**src/rtl/pwm_bank_pkg.sv**
```systemverilog
package pwm_bank_pkg;
   localparam int unsigned REG_ADDR_W = 8;
   localparam int unsigned CH_STRIDE  = 8;
   localparam int unsigned PER_OFFSET = 4;
   localparam logic [REG_ADDR_W-1:0] ADR_POL   = 8'h40;
   localparam logic [REG_ADDR_W-1:0] ADR_START = 8'h44;
   localparam logic [REG_ADDR_W-1:0] ADR_DONE  = 8'h48;
   localparam logic [REG_ADDR_W-1:0] ADR_UPD   = 8'h4C;
   localparam logic [REG_ADDR_W-1:0] ADR_OE    = 8'hD0;
   localparam int unsigned MIN_PERIOD = 2;
endpackage

```
**src/rtl/pwm_bank_regs.sv**
```systemverilog
module pwm_bank_regs
   import pwm_bank_pkg::*;
#(
   parameter int unsigned NUM_CH = 4,
   parameter int unsigned CNT_W  = 30
) (
   input  logic                             clk,
   input  logic                             rst_n,
   input  logic                             wr,
   input  logic [REG_ADDR_W-1:0]            addr,
   input  logic [31:0]                      wdata,
   output logic [31:0]                      rdata,
   output logic [NUM_CH-1:0][CNT_W-1:0]     per_r,
   output logic [NUM_CH-1:0][CNT_W-1:0]     low_r,
   output logic [NUM_CH-1:0]                pol_r,
   output logic [NUM_CH-1:0]                start_r,
   output logic [NUM_CH-1:0]                done_r,
   output logic [NUM_CH-1:0]                upd_r,
   output logic [NUM_CH-1:0]                oe_r
);
   localparam logic [CNT_W-1:0] PER_FLOOR = CNT_W'(MIN_PERIOD);

   logic [CNT_W-1:0]  wcnt;
   logic [NUM_CH-1:0] wbits;
   assign wcnt  = wdata[CNT_W-1:0];
   assign wbits = wdata[NUM_CH-1:0];

   always_ff @(posedge clk or negedge rst_n) begin
      if (!rst_n) begin
         for (int i = 0; i < NUM_CH; i++) begin
            per_r[i] <= PER_FLOOR;
            low_r[i] <= CNT_W'(1);
         end
         pol_r   <= '0;
         start_r <= '0;
         done_r  <= '0;
         upd_r   <= '0;
         oe_r    <= '0;
      end else if (wr) begin
         for (int i = 0; i < NUM_CH; i++) begin
            if (addr == REG_ADDR_W'(i * CH_STRIDE))
               low_r[i] <= wcnt;
            if (addr == REG_ADDR_W'(i * CH_STRIDE + PER_OFFSET))
               per_r[i] <= (wcnt < PER_FLOOR) ? PER_FLOOR : wcnt;
         end
         case (addr)
            ADR_POL:   pol_r <= wbits;
            ADR_UPD:   upd_r <= wbits;
            ADR_OE:    oe_r  <= wbits;
            ADR_START: begin
               start_r <= wbits;
               done_r  <= (done_r | (start_r & ~wbits)) & ~wbits;
            end
            default: ;
         endcase
      end
   end

   always_comb begin
      rdata = '0;
      for (int i = 0; i < NUM_CH; i++) begin
         if (addr == REG_ADDR_W'(i * CH_STRIDE))
            rdata = 32'(low_r[i]);
         if (addr == REG_ADDR_W'(i * CH_STRIDE + PER_OFFSET))
            rdata = 32'(per_r[i]);
      end
      case (addr)
         ADR_POL:   rdata = 32'(pol_r);
         ADR_START: rdata = 32'(start_r);
         ADR_DONE:  rdata = 32'(done_r);
         ADR_UPD:   rdata = 32'(upd_r);
         ADR_OE:    rdata = 32'(oe_r);
         default: ;
      endcase
   end
endmodule

```
**src/rtl/pwm_bank_chan.sv**
```systemverilog
module pwm_bank_chan #(
   parameter int unsigned CNT_W   = 30,
   parameter bit          OUT_REG = 1'b0
) (
   input  logic             clk,
   input  logic             rst_n,
   input  logic             start,
   input  logic             upd,
   input  logic             pol,
   input  logic             oe,
   input  logic [CNT_W-1:0] per_in,
   input  logic [CNT_W-1:0] low_in,
   output logic             pin
);
   logic             start_q, upd_q, run, pend;
   logic [CNT_W-1:0] cnt, wper, wlow, pper, plow;
   logic             start_rise, upd_fall, at_end, level;

   assign start_rise = start & ~start_q;
   assign upd_fall   = upd_q & ~upd;
   assign at_end     = (cnt == wper - CNT_W'(1));

   always_ff @(posedge clk or negedge rst_n) begin
      if (!rst_n) begin
         start_q <= 1'b0;
         upd_q   <= 1'b0;
         run     <= 1'b0;
         pend    <= 1'b0;
         cnt     <= '0;
         wper    <= '0;
         wlow    <= '0;
         pper    <= '0;
         plow    <= '0;
      end else begin
         start_q <= start;
         upd_q   <= upd;
         if (!start) begin
            run  <= 1'b0;
            pend <= 1'b0;
            cnt  <= '0;
         end else if (start_rise) begin
            run  <= 1'b1;
            pend <= 1'b0;
            cnt  <= '0;
            wper <= per_in;
            wlow <= low_in;
         end else if (run) begin
            if (at_end) begin
               cnt <= '0;
               if (pend) begin
                  wper <= pper;
                  wlow <= plow;
                  pend <= 1'b0;
               end
            end else begin
               cnt <= cnt + CNT_W'(1);
            end
            if (upd_fall) begin
               pend <= 1'b1;
               pper <= per_in;
               plow <= low_in;
            end
         end
      end
   end

   assign level = run & oe & (pol ^ (cnt >= wlow));

   generate
      if (OUT_REG) begin : g_reg_out
         logic pin_q;
         always_ff @(posedge clk or negedge rst_n) begin
            if (!rst_n) pin_q <= 1'b0;
            else        pin_q <= level;
         end
         assign pin = pin_q;
      end else begin : g_comb_out
         assign pin = level;
      end
   endgenerate
endmodule

```
**src/rtl/pwm_bank.sv**
```systemverilog
module pwm_bank
   import pwm_bank_pkg::*;
#(
   parameter int unsigned NUM_CH  = 4,
   parameter int unsigned CNT_W   = 30,
   parameter bit          OUT_REG = 1'b0
) (
   input  logic              clk,
   input  logic              rst_n,
   input  logic              reg_wr,
   input  logic [7:0]        reg_addr,
   input  logic [31:0]       reg_wdata,
   output logic [31:0]       reg_rdata,
   output logic [NUM_CH-1:0] pwm_out
);
   generate
      if (NUM_CH < 1 || NUM_CH > 8) begin : g_bad_ch
         $error("pwm_bank: NUM_CH must be 1..8 to fit below the shared words");
      end
      if (CNT_W < 2 || CNT_W > 32) begin : g_bad_w
         $error("pwm_bank: CNT_W must be 2..32");
      end
   endgenerate

   logic [NUM_CH-1:0][CNT_W-1:0] per_r, low_r;
   logic [NUM_CH-1:0]            pol_r, start_r, done_r, upd_r, oe_r;

   pwm_bank_regs #(.NUM_CH(NUM_CH), .CNT_W(CNT_W)) u_regs (
      .clk     (clk),
      .rst_n   (rst_n),
      .wr      (reg_wr),
      .addr    (reg_addr),
      .wdata   (reg_wdata),
      .rdata   (reg_rdata),
      .per_r   (per_r),
      .low_r   (low_r),
      .pol_r   (pol_r),
      .start_r (start_r),
      .done_r  (done_r),
      .upd_r   (upd_r),
      .oe_r    (oe_r)
   );

   generate
      for (genvar c = 0; c < NUM_CH; c++) begin : g_ch
         pwm_bank_chan #(.CNT_W(CNT_W), .OUT_REG(OUT_REG)) u_chan (
            .clk    (clk),
            .rst_n  (rst_n),
            .start  (start_r[c]),
            .upd    (upd_r[c]),
            .pol    (pol_r[c]),
            .oe     (oe_r[c]),
            .per_in (per_r[c]),
            .low_in (low_r[c]),
            .pin    (pwm_out[c])
         );
      end
   endgenerate
endmodule

```
**config.mk**
```make
export PLATFORM = sky130hd
export DESIGN_NAME = pwm_bank
export DESIGN_NICKNAME = d
export VERILOG_FILES = /design/src/rtl/pwm_bank_pkg.sv /design/src/rtl/pwm_bank_regs.sv /design/src/rtl/pwm_bank_chan.sv /design/src/rtl/pwm_bank.sv
export SDC_FILE = /design/constraint.sdc
export NUM_CORES = 2
export LEC_CHECK = 0
export BUFFER_PORTS_ARGS = -buffer_cell sky130_fd_sc_hd__buf_2
export CORE_ASPECT_RATIO = 1.5
export CORE_MARGIN = 5
export CORE_UTILIZATION = 45
export DETAILED_ROUTE_END_ITERATION = 8
export GPL_TIMING_DRIVEN = 0
export PLACE_DENSITY = 0.59
export SLEW_MARGIN = 15
export SYNTH_ARGS = -nofsm -noshare
export SYNTH_HDL_FRONTEND = slang
export SYNTH_HIERARCHICAL = 1
export SYNTH_SLANG_ARGS = --single-unit
export TNS_END_PERCENT = 50
```
**constraint.sdc**
```tcl
create_clock -name clk -period 3.4 [get_ports clk]
set_input_delay 0.68 -clock clk [delete_from_list [all_inputs] [get_ports clk]]
set_output_delay 0.68 -clock clk [all_outputs]
set_load 0.02 [all_outputs]
```
==> summary.md <==
| Metric | Value |
|---|---|
| Post-Layout Cell Count | 6323 |
| DIE AREA | 113000 um2 |
| Final HPWL from detailed placement | 122 mm |
| Total power | 0.0318 W |
| Cts bufs inserted | 89 |
| Gr busiest metal | met2 |
| Register area share after synthesis | 45.7% |
| CTS sink count | 876 |
| Reg-to-Reg Start | g_ch[3].u_chan/wper[10] |
| Yosys top cell area share | 45.3% |
| Worst Hold Depth | 2 |
| Initial Util | 45.4% |
| Top cells by area, synth | dfrtp_1 (45%), mux2_2 (12%), mux2i_1 (4.3%) |
| Delay of the slowest critical-path stage | 0.43 ns |
| 1st-iter DRT viols | 3171 |
| HP Class | input pin to register |
| Fin Clk Skew | 0.0279 ns |
| Leak pwr | 25.5 nW |
| GRT met2 Usage | 48.6% |
| CP required | 2.72 ns |
| Pin count of the biggest net entering global routing | 138 |
| Layout cells sized above 1 | 28.4% |
| Hold Path Origin | reg_wdata[2] |
| Placed Instance Area | 50400 um2 |
| Final WL | 167 mm |
| PnR worst setup slack | -0.422 ns |
| Final-report setup violation count | 270 |
| GRT Total Usage | 28.6% |
| Highest-delay cell along the critical path | dfrtp_2 |
| Cells after Synth | 4542 |
| First-pass GRT wire length | 247 mm |
| Synth Cell Area | 48000 um2 |
| Commonest non-fill, non-tap cell in the layout | dfrtp_1 |
| Std-Cell Rows | 146 |
| Htree depth | 3 |
| Vias per std cell | 5.98 |
| Status | finished with violations |
| CTS tree | yes |
| Tmin final | 3.82 ns |
| Longest Clk Path Bufs | 3 |
| Die W | 277 um |
| Critical path startpoint category | register |
| IR drop worst, VDD | 0.382 mV |
| Async SR Flop Fraction | 100% |
| Crit-path max FO | 2 |
| Met1 usage | 35.5% |
| WS Path Type | register to output port |
| Failing checks | setup timing |
| Final Cycle Share | 112% |
| PwrDens | 558 nW/um2 |
| Port Buffer Count | 69 |
| DR vias | 37.8k |
| GRT Residual Overflow | 0 |
| Worst Path Arrival | 3.14 ns |
| Yosys Warn Count | 6 |
| Reg2reg path depth | 13 |
| Hold EP | u_regs/start_r[2] |
| Unrepaired setup endpoints after global routing | true |
| Placed cells | 6025 |
| DRT Pass-1 Iters | 6 |
| Final hold violations | 0 |
| Post-synth top flop | dfrtp_1 |
| Area leader, netlist | dfrtp_1 |
| Core Area | 106000 um2 |
| Most used cell, CP | o21a_1 |
| CP cell instances | ha_4, nor2b_4, o21a_1, o21a_1, o211ai_1, a21boi_1, o2111ai_2, a2111oi_4, nor3_1, and4b_2, buf_6 |
| Skew-Pair Late Insertion Delay | 0.69 ns |
| Clk pin slew, worst setup/hold paths | 0.06 ns |
| Vias in the first global route | 37.9k |
| Die height | 410 um |
| Max_slew headroom | 19.1% |
| Finished Cell Area | 56900 um2 |
| Fin nets | 5005 |
| Placer Congestion | 0.970 |
| Area grow syn2layout | 18.7% |
| Met3 Usage GRT | 3.25% |
| FF-to-FF End | g_ch[3].u_chan/wper[5] |
| Worst-margin pin slew | 1.20 ns |
| DRC Markers | 0 |
| Wirelength per Cell | 26.3 um |
| Avg Cell Area, Syn | 10.6 um2 |
| Initial antenna violation count | 13 |
| CP endpoint kind | output port |
| FMAX | 262 MHz |
| Post-synthesis cell type count | 96 |
| R2r setup slk | -0.29 ns |
| Synthesis-stage register bit count | 876 |
| Final ANT Viol Nets | 0 |
| Root buf cell | clkbuf_16 |
| Number of synthesized flops with an enable pin | 0 |
| Number of max-cap violations | 0 |
| Commonest cells after routing, fill and taps aside | dfrtp_1 (797), mux2_2 (521), nor2_1 (352) |
| Final Max Tran Viols | 0 |
| Ports | 79 |
[what timing repair did]
item	CTS	global route
hold endpoints to repair	88	0
pin swaps	97	106
resized for setup	370	194
setup buffers	94	50
hold buffers	1	0
cloned	22	0
setup endpoints to repair	397	386
[layer usage]
| metal | routed length, um | vias to the layer above |
|---|---|---|
| met5 | 0 | - |
| met4 | 10800 | 0 |
| met3 | 8170 | 380 |
| met2 | 81000 | 1210 |
| met1 | 66600 | 19173 |
| li1 | - | 17059 |
[how the worst max path moves through the flow]
| stage | start | cells past startpoint | endpoint |
|---|---|---|---|
| detailed placement | g_ch[3].u_chan/wper[9] | 11 | g_ch[3].u_chan/cnt[19] |
| global route | g_ch[1].u_chan/cnt[1] | 11 | pwm_out[1] |
| floorplan | g_ch[1].u_chan/wper[0] | 15 | g_ch[1].u_chan/wlow[0] |
| CTS | g_ch[3].u_chan/cnt[1] | 11 | pwm_out[3] |
| global placement | rst_n | 1 | g_ch[0].u_chan/cnt[18] |
| finish | g_ch[1].u_chan/cnt[1] | 11 | pwm_out[1] |
[sequential cells by signal (all words and copies together) (netlist names), 120 cells and up]
name / count
u_regs/per_r: 120
g_ch.u_chan/wper: 120
u_regs/low_r: 120
g_ch.u_chan/plow: 120
g_ch.u_chan/wlow: 120
g_ch.u_chan/cnt: 120
g_ch.u_chan/pper: 120
[power breakdown]
part	switching, W	internal, W	total (W)	leakage [nW]
clock network	0.00443	0.00633	0.0108	1.53
logic	0.00431	0.00337	0.00768	12.3
registers	0.00163	0.0117	0.0133	11.7
total	0.0104	0.0214	0.0318	25.5
[cell usage after synthesis (all sizes together), types with 18 or more instances]
cell type / count
dfrtp: 868
mux2: 525
nor2: 357
nand2: 295
a21oi: 283
mux2i: 206
inv: 194
o21ai: 151
clkbuf: 148
nand3: 143
ha: 128
buf: 124
xnor2: 95
o211ai: 93
nor3: 87
xor2: 66
nand4: 61
and3: 56
nor4: 50
a22o: 48
nor2b: 48
a21o: 42
or3: 42
a22oi: 35
a221oi: 29
or4: 29
o21a: 26
o32ai: 26
o22a: 23
o22ai: 22
nand2b: 19
nor3b: 18
[cell type report]
| class | count | area [um2] |
|---|---|---|
| fill | 9335 | 48800 |
| multi-input combinational | 3201 | 25300 |
| sequential | 876 | 22000 |
| clock buffer | 126 | 2540 |
| timing repair buffer | 226 | 2260 |
| tap | 1406 | 1760 |
| buffer | 246 | 1630 |
| inverter | 194 | 736 |
| clock inverter | 41 | 638 |
| antenna | 7 | 17.5 |
[critical path: cells and delay by family, from the launching register on]
family / cells / cell delay [ns]
AO/OA/AOI/OAI: 6 / 1.09
AND/OR/NAND/NOR: 3 / 0.53
flip-flops: 1 / 0.43
adder cells (fa/ha/maj): 1 / 0.27
buffers and inverters: 1 / 0.13
[stage by stage]
stage | TNS (ns) | util (%) | worst slack [ns] | hold WS [ns]
2_1_floorplan | -25.59 | - | -0.142 | 0.376
3_3_place_gp | - | 47.4 | -17.92 | 0.488
3_5_place_dp | -233.52 | 47.6 | -0.883 | 0.495
4_1_cts | -61.58 | 53.3 | -0.453 | 0.277
5_1_grt | -83.43 | 53.8 | -0.561 | 0.304
6_report | -46.55 | 53.8 | -0.422 | 0.336
[cells by family after synthesis]
kind of cell | synth area share, %
other | 0.00782
buffers and inverters | 4.78
DFF | 45.7
and+or+nand+nor | 13.6
AOI/OAI and AO/OA | 12.8
xor gates and xnor gates | 2.94
adders and majority gates | 3.40
muxes | 16.8
No activity file was read; power rests on OpenSTA's default activity.
